$ cat src/rtl/i2cs_pkg.sv
package i2cs_pkg;
  localparam int BYTE_W = 8;

  typedef enum logic [2:0] {
    ST_IDLE,
    ST_ADDR,
    ST_ACK,
    ST_PTR,
    ST_WDATA,
    ST_RDATA,
    ST_HACK,
    ST_SKIP
  } i2cs_state_e;
endpackage

$ cat src/rtl/i2cs_sync.sv
module i2cs_sync #(
  parameter int STAGES  = 2,
  parameter bit RST_VAL = 1'b1
) (
  input  logic clk,
  input  logic rst,
  input  logic din,
  output logic lvl,
  output logic rise,
  output logic fall
);
  // STAGES synchroniser flops plus one history flop for edge detection
  logic [STAGES:0] pipe;

  always_ff @(posedge clk) begin
    if (rst) pipe <= {(STAGES + 1){RST_VAL}};
    else     pipe <= {pipe[STAGES-1:0], din};
  end

  assign lvl  = pipe[STAGES-1];
  assign rise = pipe[STAGES-1] & ~pipe[STAGES];
  assign fall = ~pipe[STAGES-1] & pipe[STAGES];
endmodule

$ cat src/rtl/i2cs_engine.sv
module i2cs_engine
  import i2cs_pkg::*;
#(
  parameter int          AW         = 7,
  parameter logic [5:0]  DEV_PREFIX = 6'b110100
) (
  input  logic              clk,
  input  logic              rst,
  input  logic              bus_en,
  input  logic              addr_sel,
  input  logic              scl_lvl,
  input  logic              scl_rise,
  input  logic              scl_fall,
  input  logic              sda_lvl,
  input  logic              sda_rise,
  input  logic              sda_fall,
  input  logic [BYTE_W-1:0] reg_rdata,
  output logic              sda_drive_low,
  output logic [AW-1:0]     reg_addr,
  output logic [BYTE_W-1:0] reg_wdata,
  output logic              reg_we
);
  localparam logic [AW-1:0] ONE      = AW'(1);
  localparam logic [3:0]    BITS     = 4'(BYTE_W);
  localparam logic [3:0]    LAST_BIT = 4'(BYTE_W - 1);

  i2cs_state_e        state, ret_st;
  logic [BYTE_W-1:0]  sh;
  logic [3:0]         cnt;
  logic [AW-1:0]      ptr;
  logic               hack_ok;

  logic start_evt, stop_evt, addr_hit;
  assign start_evt = sda_fall & scl_lvl;
  assign stop_evt  = sda_rise & scl_lvl;
  assign addr_hit  = (sh[BYTE_W-1:1] == {DEV_PREFIX, addr_sel});
  assign reg_addr  = ptr;

  always_ff @(posedge clk) begin
    if (rst) begin
      state         <= ST_IDLE;
      ret_st        <= ST_IDLE;
      sh            <= '0;
      cnt           <= '0;
      ptr           <= '0;
      hack_ok       <= 1'b0;
      sda_drive_low <= 1'b0;
      reg_we        <= 1'b0;
      reg_wdata     <= '0;
    end else begin
      reg_we <= 1'b0;
      if (reg_we) ptr <= ptr + ONE;
      if (!bus_en) begin
        state         <= ST_IDLE;
        sda_drive_low <= 1'b0;
      end else if (start_evt) begin
        state         <= ST_ADDR;
        cnt           <= '0;
        sda_drive_low <= 1'b0;
      end else if (stop_evt) begin
        state         <= ST_IDLE;
        sda_drive_low <= 1'b0;
      end else begin
        case (state)
          ST_ADDR, ST_PTR, ST_WDATA: begin
            if (scl_rise) begin
              sh  <= {sh[BYTE_W-2:0], sda_lvl};
              cnt <= cnt + 4'd1;
            end else if (scl_fall && cnt == BITS) begin
              cnt <= '0;
              if (state == ST_ADDR) begin
                if (addr_hit) begin
                  sda_drive_low <= 1'b1;
                  state         <= ST_ACK;
                  ret_st        <= sh[0] ? ST_RDATA : ST_PTR;
                end else begin
                  state <= ST_SKIP;
                end
              end else if (state == ST_PTR) begin
                ptr           <= sh[AW-1:0];
                sda_drive_low <= 1'b1;
                state         <= ST_ACK;
                ret_st        <= ST_WDATA;
              end else begin
                reg_wdata     <= sh;
                reg_we        <= 1'b1;
                sda_drive_low <= 1'b1;
                state         <= ST_ACK;
                ret_st        <= ST_WDATA;
              end
            end
          end
          ST_ACK: begin
            if (scl_fall) begin
              cnt <= '0;
              if (ret_st == ST_RDATA) begin
                sh            <= reg_rdata;
                sda_drive_low <= ~reg_rdata[BYTE_W-1];
                ptr           <= ptr + ONE;
                state         <= ST_RDATA;
              end else begin
                sda_drive_low <= 1'b0;
                state         <= ret_st;
              end
            end
          end
          ST_RDATA: begin
            if (scl_fall) begin
              if (cnt == LAST_BIT) begin
                sda_drive_low <= 1'b0;
                state         <= ST_HACK;
              end else begin
                sh            <= {sh[BYTE_W-2:0], 1'b0};
                sda_drive_low <= ~sh[BYTE_W-2];
                cnt           <= cnt + 4'd1;
              end
            end
          end
          ST_HACK: begin
            if (scl_rise) begin
              hack_ok <= ~sda_lvl;
            end else if (scl_fall) begin
              cnt <= '0;
              if (hack_ok) begin
                sh            <= reg_rdata;
                sda_drive_low <= ~reg_rdata[BYTE_W-1];
                ptr           <= ptr + ONE;
                state         <= ST_RDATA;
              end else begin
                state <= ST_SKIP;
              end
            end
          end
          default: ;
        endcase
      end
    end
  end

  // the write strobe is a single-cycle pulse
  a_r5_we_single: assert property (@(posedge clk) disable iff (rst)
    reg_we |=> !reg_we);

  // after a write the pointer steps by one, wrapping at the top
  a_r6_ptr_step: assert property (@(posedge clk) disable iff (rst)
    reg_we |=> (reg_addr == $past(reg_addr) + ONE));

  // the slave changes SDA only while SCL is low
  a_r7_sda_scl_low: assert property (@(posedge clk) disable iff (rst)
    (bus_en && !$stable(sda_drive_low)) |-> !scl_lvl);

  // a STOP always leaves SDA released
  a_r3_stop_release: assert property (@(posedge clk) disable iff (rst)
    stop_evt |=> !sda_drive_low);

  // a disabled engine never drives the bus
  a_r9_disabled_quiet: assert property (@(posedge clk) disable iff (rst)
    !bus_en |=> (!sda_drive_low && !reg_we));
endmodule

$ cat src/rtl/i2c_reg_slave.sv
module i2c_reg_slave
  import i2cs_pkg::*;
#(
  parameter int         DEPTH       = 128,
  parameter int         SYNC_STAGES = 2,
  parameter logic [5:0] DEV_PREFIX  = 6'b110100,
  localparam int        AW          = $clog2(DEPTH)
) (
  input  logic              clk,
  input  logic              rst,
  input  logic              bus_en,
  input  logic              addr_sel,
  input  logic              scl_in,
  input  logic              sda_in,
  output logic              sda_drive_low,
  output logic [AW-1:0]     reg_addr,
  output logic [BYTE_W-1:0] reg_wdata,
  output logic              reg_we,
  input  logic [BYTE_W-1:0] reg_rdata
);
  // index 0 = SCL, index 1 = SDA
  logic [1:0] raw, lvl, rise, fall;
  assign raw = {sda_in, scl_in};

  for (genvar g = 0; g < 2; g++) begin : g_sync
    i2cs_sync #(.STAGES(SYNC_STAGES), .RST_VAL(1'b1)) u_sync (
      .clk  (clk),
      .rst  (rst),
      .din  (raw[g]),
      .lvl  (lvl[g]),
      .rise (rise[g]),
      .fall (fall[g])
    );
  end

  i2cs_engine #(.AW(AW), .DEV_PREFIX(DEV_PREFIX)) u_engine (
    .clk           (clk),
    .rst           (rst),
    .bus_en        (bus_en),
    .addr_sel      (addr_sel),
    .scl_lvl       (lvl[0]),
    .scl_rise      (rise[0]),
    .scl_fall      (fall[0]),
    .sda_lvl       (lvl[1]),
    .sda_rise      (rise[1]),
    .sda_fall      (fall[1]),
    .reg_rdata     (reg_rdata),
    .sda_drive_low (sda_drive_low),
    .reg_addr      (reg_addr),
    .reg_wdata     (reg_wdata),
    .reg_we        (reg_we)
  );
endmodule

$ cat config.mk
export PLATFORM = sky130hd
export DESIGN_NAME = i2c_reg_slave
export DESIGN_NICKNAME = d
export VERILOG_FILES = /design/src/rtl/i2cs_pkg.sv /design/src/rtl/i2cs_sync.sv /design/src/rtl/i2cs_engine.sv /design/src/rtl/i2c_reg_slave.sv
export SDC_FILE = /design/constraint.sdc
export NUM_CORES = 1
export LEC_CHECK = 0
export ABC_AREA = 0
export BUFFER_PORTS_ARGS = -buffer_cell sky130_fd_sc_hd__buf_2
export CORE_UTILIZATION = 35
export DETAILED_ROUTE_END_ITERATION = 6
export GPL_TIMING_DRIVEN = 0
export PLACE_DENSITY = 0.6
export SLEW_MARGIN = 25
export SYNTH_ARGS = -nofsm -noshare
export SYNTH_HDL_FRONTEND = slang
export SYNTH_SLANG_ARGS = --single-unit
$ cat constraint.sdc
create_clock -name clk -period 5.3 [get_ports clk]
set_input_delay 1.06 -clock clk [delete_from_list [all_inputs] [get_ports clk]]
set_output_delay 1.06 -clock clk [all_outputs]
set_load 0.01 [all_outputs]
==> results.toml <==
[placed_design]
dp_slack_ps = 2550
dp_hpwl_microns = 5120
io_buffers = 29
gp_congestion = 0.947

[critical_path]
rrSetupSlack_ps = 3130
crit_start = "bus_en"
start_kind = "input port"
cp.arrival_ps = 2710
endpoint_kind = "flop"
critPathMostFrequentCell = "nor2_2"
cpLargestDelayFamily = "compound AO/OA/AOI/OAI gates"
path_cells = "buf_2, inv_1, a21oi_1, nand3_1, nor2_2, buf_6, nor2_2, a311oi_2"
reg2reg_to = "u_engine.sh[6]"
cpPeakStageDelay_ps = 490
rr_worst_depth = 7
path_depth = 8
cp_max_fo = 10
path_buf_inv = 3
r2r_start = "g_sync[1].u_sync.pipe[1]"
critical_path_class = "in2reg"
required_ps = 5520
cp_slowest_cell = "a21oi_1"

[grt]
grt_pass1_wl_microns = 11300
overflow = 0
grt_pass1_vias = 2254
antenna_found_initial = 0
gr-usage-all-layers_pct = 19.6
grt_max_degree = 14

[synthesis]
ys_seq_elements = 42
yosys_warnings = 0
synth.distinct_cells = 72
synth.avg_cell_area_sq_um = 8.25
ys_seq_area_share_pct = 33.4
synth_edf_count = 0
async_reset_ff_share_pct = 0
synth_ff_type = "dfxtp_1"
synth_nets = 322
synthTopCellsByArea = "dfxtp_1 (33%), nand2_1 (6.1%), nor2_1 (4.8%), mux2i_1 (4.4%), xor2_1 (2.4%)"
syn_area_sq_um = 2520
synth.top_cell.area_share_pct = 33.4
synth_area_leader_cell = "dfxtp_1"
netlist_instances = 305

[sta]
setup_viol = 0
fin_ws_ps = 2810
slew-limit-headroom_pct = 59.2
finalCritPeriodShare_pct = 47.0
fmax_mhz = 401
drv_slew = 0
period_minus_slack_ps = 2490
setup_tns_ps = 0
rsz0062_at_grt = "false"
finalClockSkew_ps = 8.58
hold_violations = 0
tightestPinTransition_ps = 612

[clock_tree]
cts_tree = "built"
insertion_delay_ps = 300
postCtsSetupBuffers = 0
htreeDepth = 2
cts.sink_count = 42
cts_buffer_depth = 2
cts_buffers = 5
cts.repair.resized = 0
root_buffer = "clkbuf_8"
cts_hold_buffers = 0
clk_pin_slew_ps = 90

[floorplan]
core_sq_um = 6870
io_pins = 31
die_y_microns = 86.8
die_area_sq_um = 7540
start_util_pct = 36.6
die_w_microns = 86.8
rows = 30

[min_path]
hold_start = "g_sync[0].u_sync.pipe[0]"
whs_endpoint = "g_sync[0].u_sync.pipe[1]"
hold_path.class = "reg2reg"
hold_depth = 1

[layout]
final_core_utilization_pct = 41.9
syn_to_final_growth_pct = 14.3
nets = 358
layout-drive-gt1-share_pct = 19.9
diodes = 0

[outcome]
outcome = "finished, final reports clean"

[drt]
ant_nets = 0
first_iter_violations = 212
wl_microns = 6990
first_pass_iters = 4
vias_per_cell = 5.50
drc = 0
via_count = 2409
post_drt_wl_per_cell_microns = 16.0

[run]
cap_violations = 0

[pwr]
p_per_area_nw_per_um2 = 203
leakagePower_uw = 0.00112
irDropWorstVdd_v = 0.0000895
## registers in the layout, summed over array words and instances (netlist names)
| register | cells |
|---|---|
| u_engine.ret_st | 3 |
| u_engine.reg_we | 1 |
| u_engine.state | 3 |
| u_engine.hack_ok | 1 |
| u_engine.cnt | 4 |
| u_engine.reg_addr | 7 |
| u_engine.sh | 8 |
| u_engine.sda_drive_low | 1 |
| g_sync.u_sync.pipe | 6 |
| u_engine.reg_wdata | 8 |
## metal layers
metal | global-route usage, % | up-vias | wire (microns)
li1 | - | 1173 | -
met1 | 27.7 | 1156 | 3390
met2 | 29.5 | 69 | 3060
met3 | 3.71 | 11 | 430
met4 | 6.97 | 0 | 115
met5 | 0 | - | 0
## stage by stage
| stage | hold WS (ps) | cells | power (uW) | cell area (sq um) |
|---|---|---|---|---|
| 4_1_cts | 414 | 438 | 590 | 2880 |
| 6_report | 411 | 438 | 584 | 2880 |
| 5_1_grt | 431 | 438 | 608 | 2880 |
| 3_5_place_dp | 393 | 430 | 367 | 2780 |
| 2_1_floorplan | 389 | 305 | 353 | 2520 |
| 3_3_place_gp | 390 | 430 | 367 | 2780 |
## Yosys cell counts, drive strengths merged, types with 5 or more instances
| cell type | number |
|---|---|
| nand3 | 8 |
| inv | 11 |
| o211ai | 5 |
| nor3 | 9 |
| clkbuf | 10 |
| buf | 8 |
| nand2b | 7 |
| a21oi | 12 |
| mux2i | 11 |
| xor2 | 7 |
| dfxtp | 42 |
| a311oi | 7 |
| or2 | 6 |
| and3 | 5 |
| nor2 | 35 |
| o21ai | 10 |
| xnor2 | 5 |
| nand2 | 42 |
## power breakdown
part	leakage, uW	switching, uW	internal (uW)
Combinational	0.000731	24.5	14.1
Clock	0.0000472	119	105
Sequential	0.000340	2.99	318
## final cells by class
type                            count  area, sq um
Clock inverter                      2         12.5
Multi-Input combinational cell    233         1540
Timing Repair Buffer               29          145
Sequential cell                    42          841
Clock buffer                        6         82.6
Tap cell                           96          120
Inverter                           12         45.0
Buffer                             18         92.6
Fill cell                         723         3990
## worst register-to-register path, delay by kind of cell (launching register included)
kind	cells	cell delay [ps]
compound gates	2	750
simple gates	3	550
flops	1	470
buf+inv	1	200
xor+xnor	1	130
## cell families (layout without fill, tap and decap cells)
family / Yosys count / after routing / share of synthesized area (%)
buffers and inverters: 30 / 67 / 5.47
and+or+nand+nor: 134 / 134 / 27.3
muxes: 11 / 11 / 4.37
xor gates and xnor gates: 12 / 12 / 4.17
DFF: 42 / 42 / 33.4
AOI/OAI and AO/OA: 73 / 73 / 23.8
adders and majority gates: 3 / 3 / 1.49
## how the worst max path moves through the flow
stage                           endpoint  slack, ps
finish                    u_engine.sh[6]       2810
global route        u_engine.reg_addr[3]       2690
CTS                       u_engine.sh[6]       2860
detailed placement        u_engine.sh[6]       2550
global placement          u_engine.sh[6]       2500
floorplan                 u_engine.sh[6]       3080
## placed cells by master (no fill, tap or decap), types with 4 or more instances in the layout
master    count
dfxtp_1      42
nand2_1      41
buf_2        34
nor2_1       32
inv_1        11
a21oi_1      11
mux2i_1      11
clkbuf_1     10
nor3_1        8
nand3_1       8
nand2b_1      7
xor2_1        7
o21ai_0       6
a311oi_1      6
clkbuf_8      6
or2_2         5
xnor2_1       5
o211ai_1      5
and3b_1       4
and3_1        4
o31ai_1       4
Note: power is estimated with default switching activity, not from simulation.
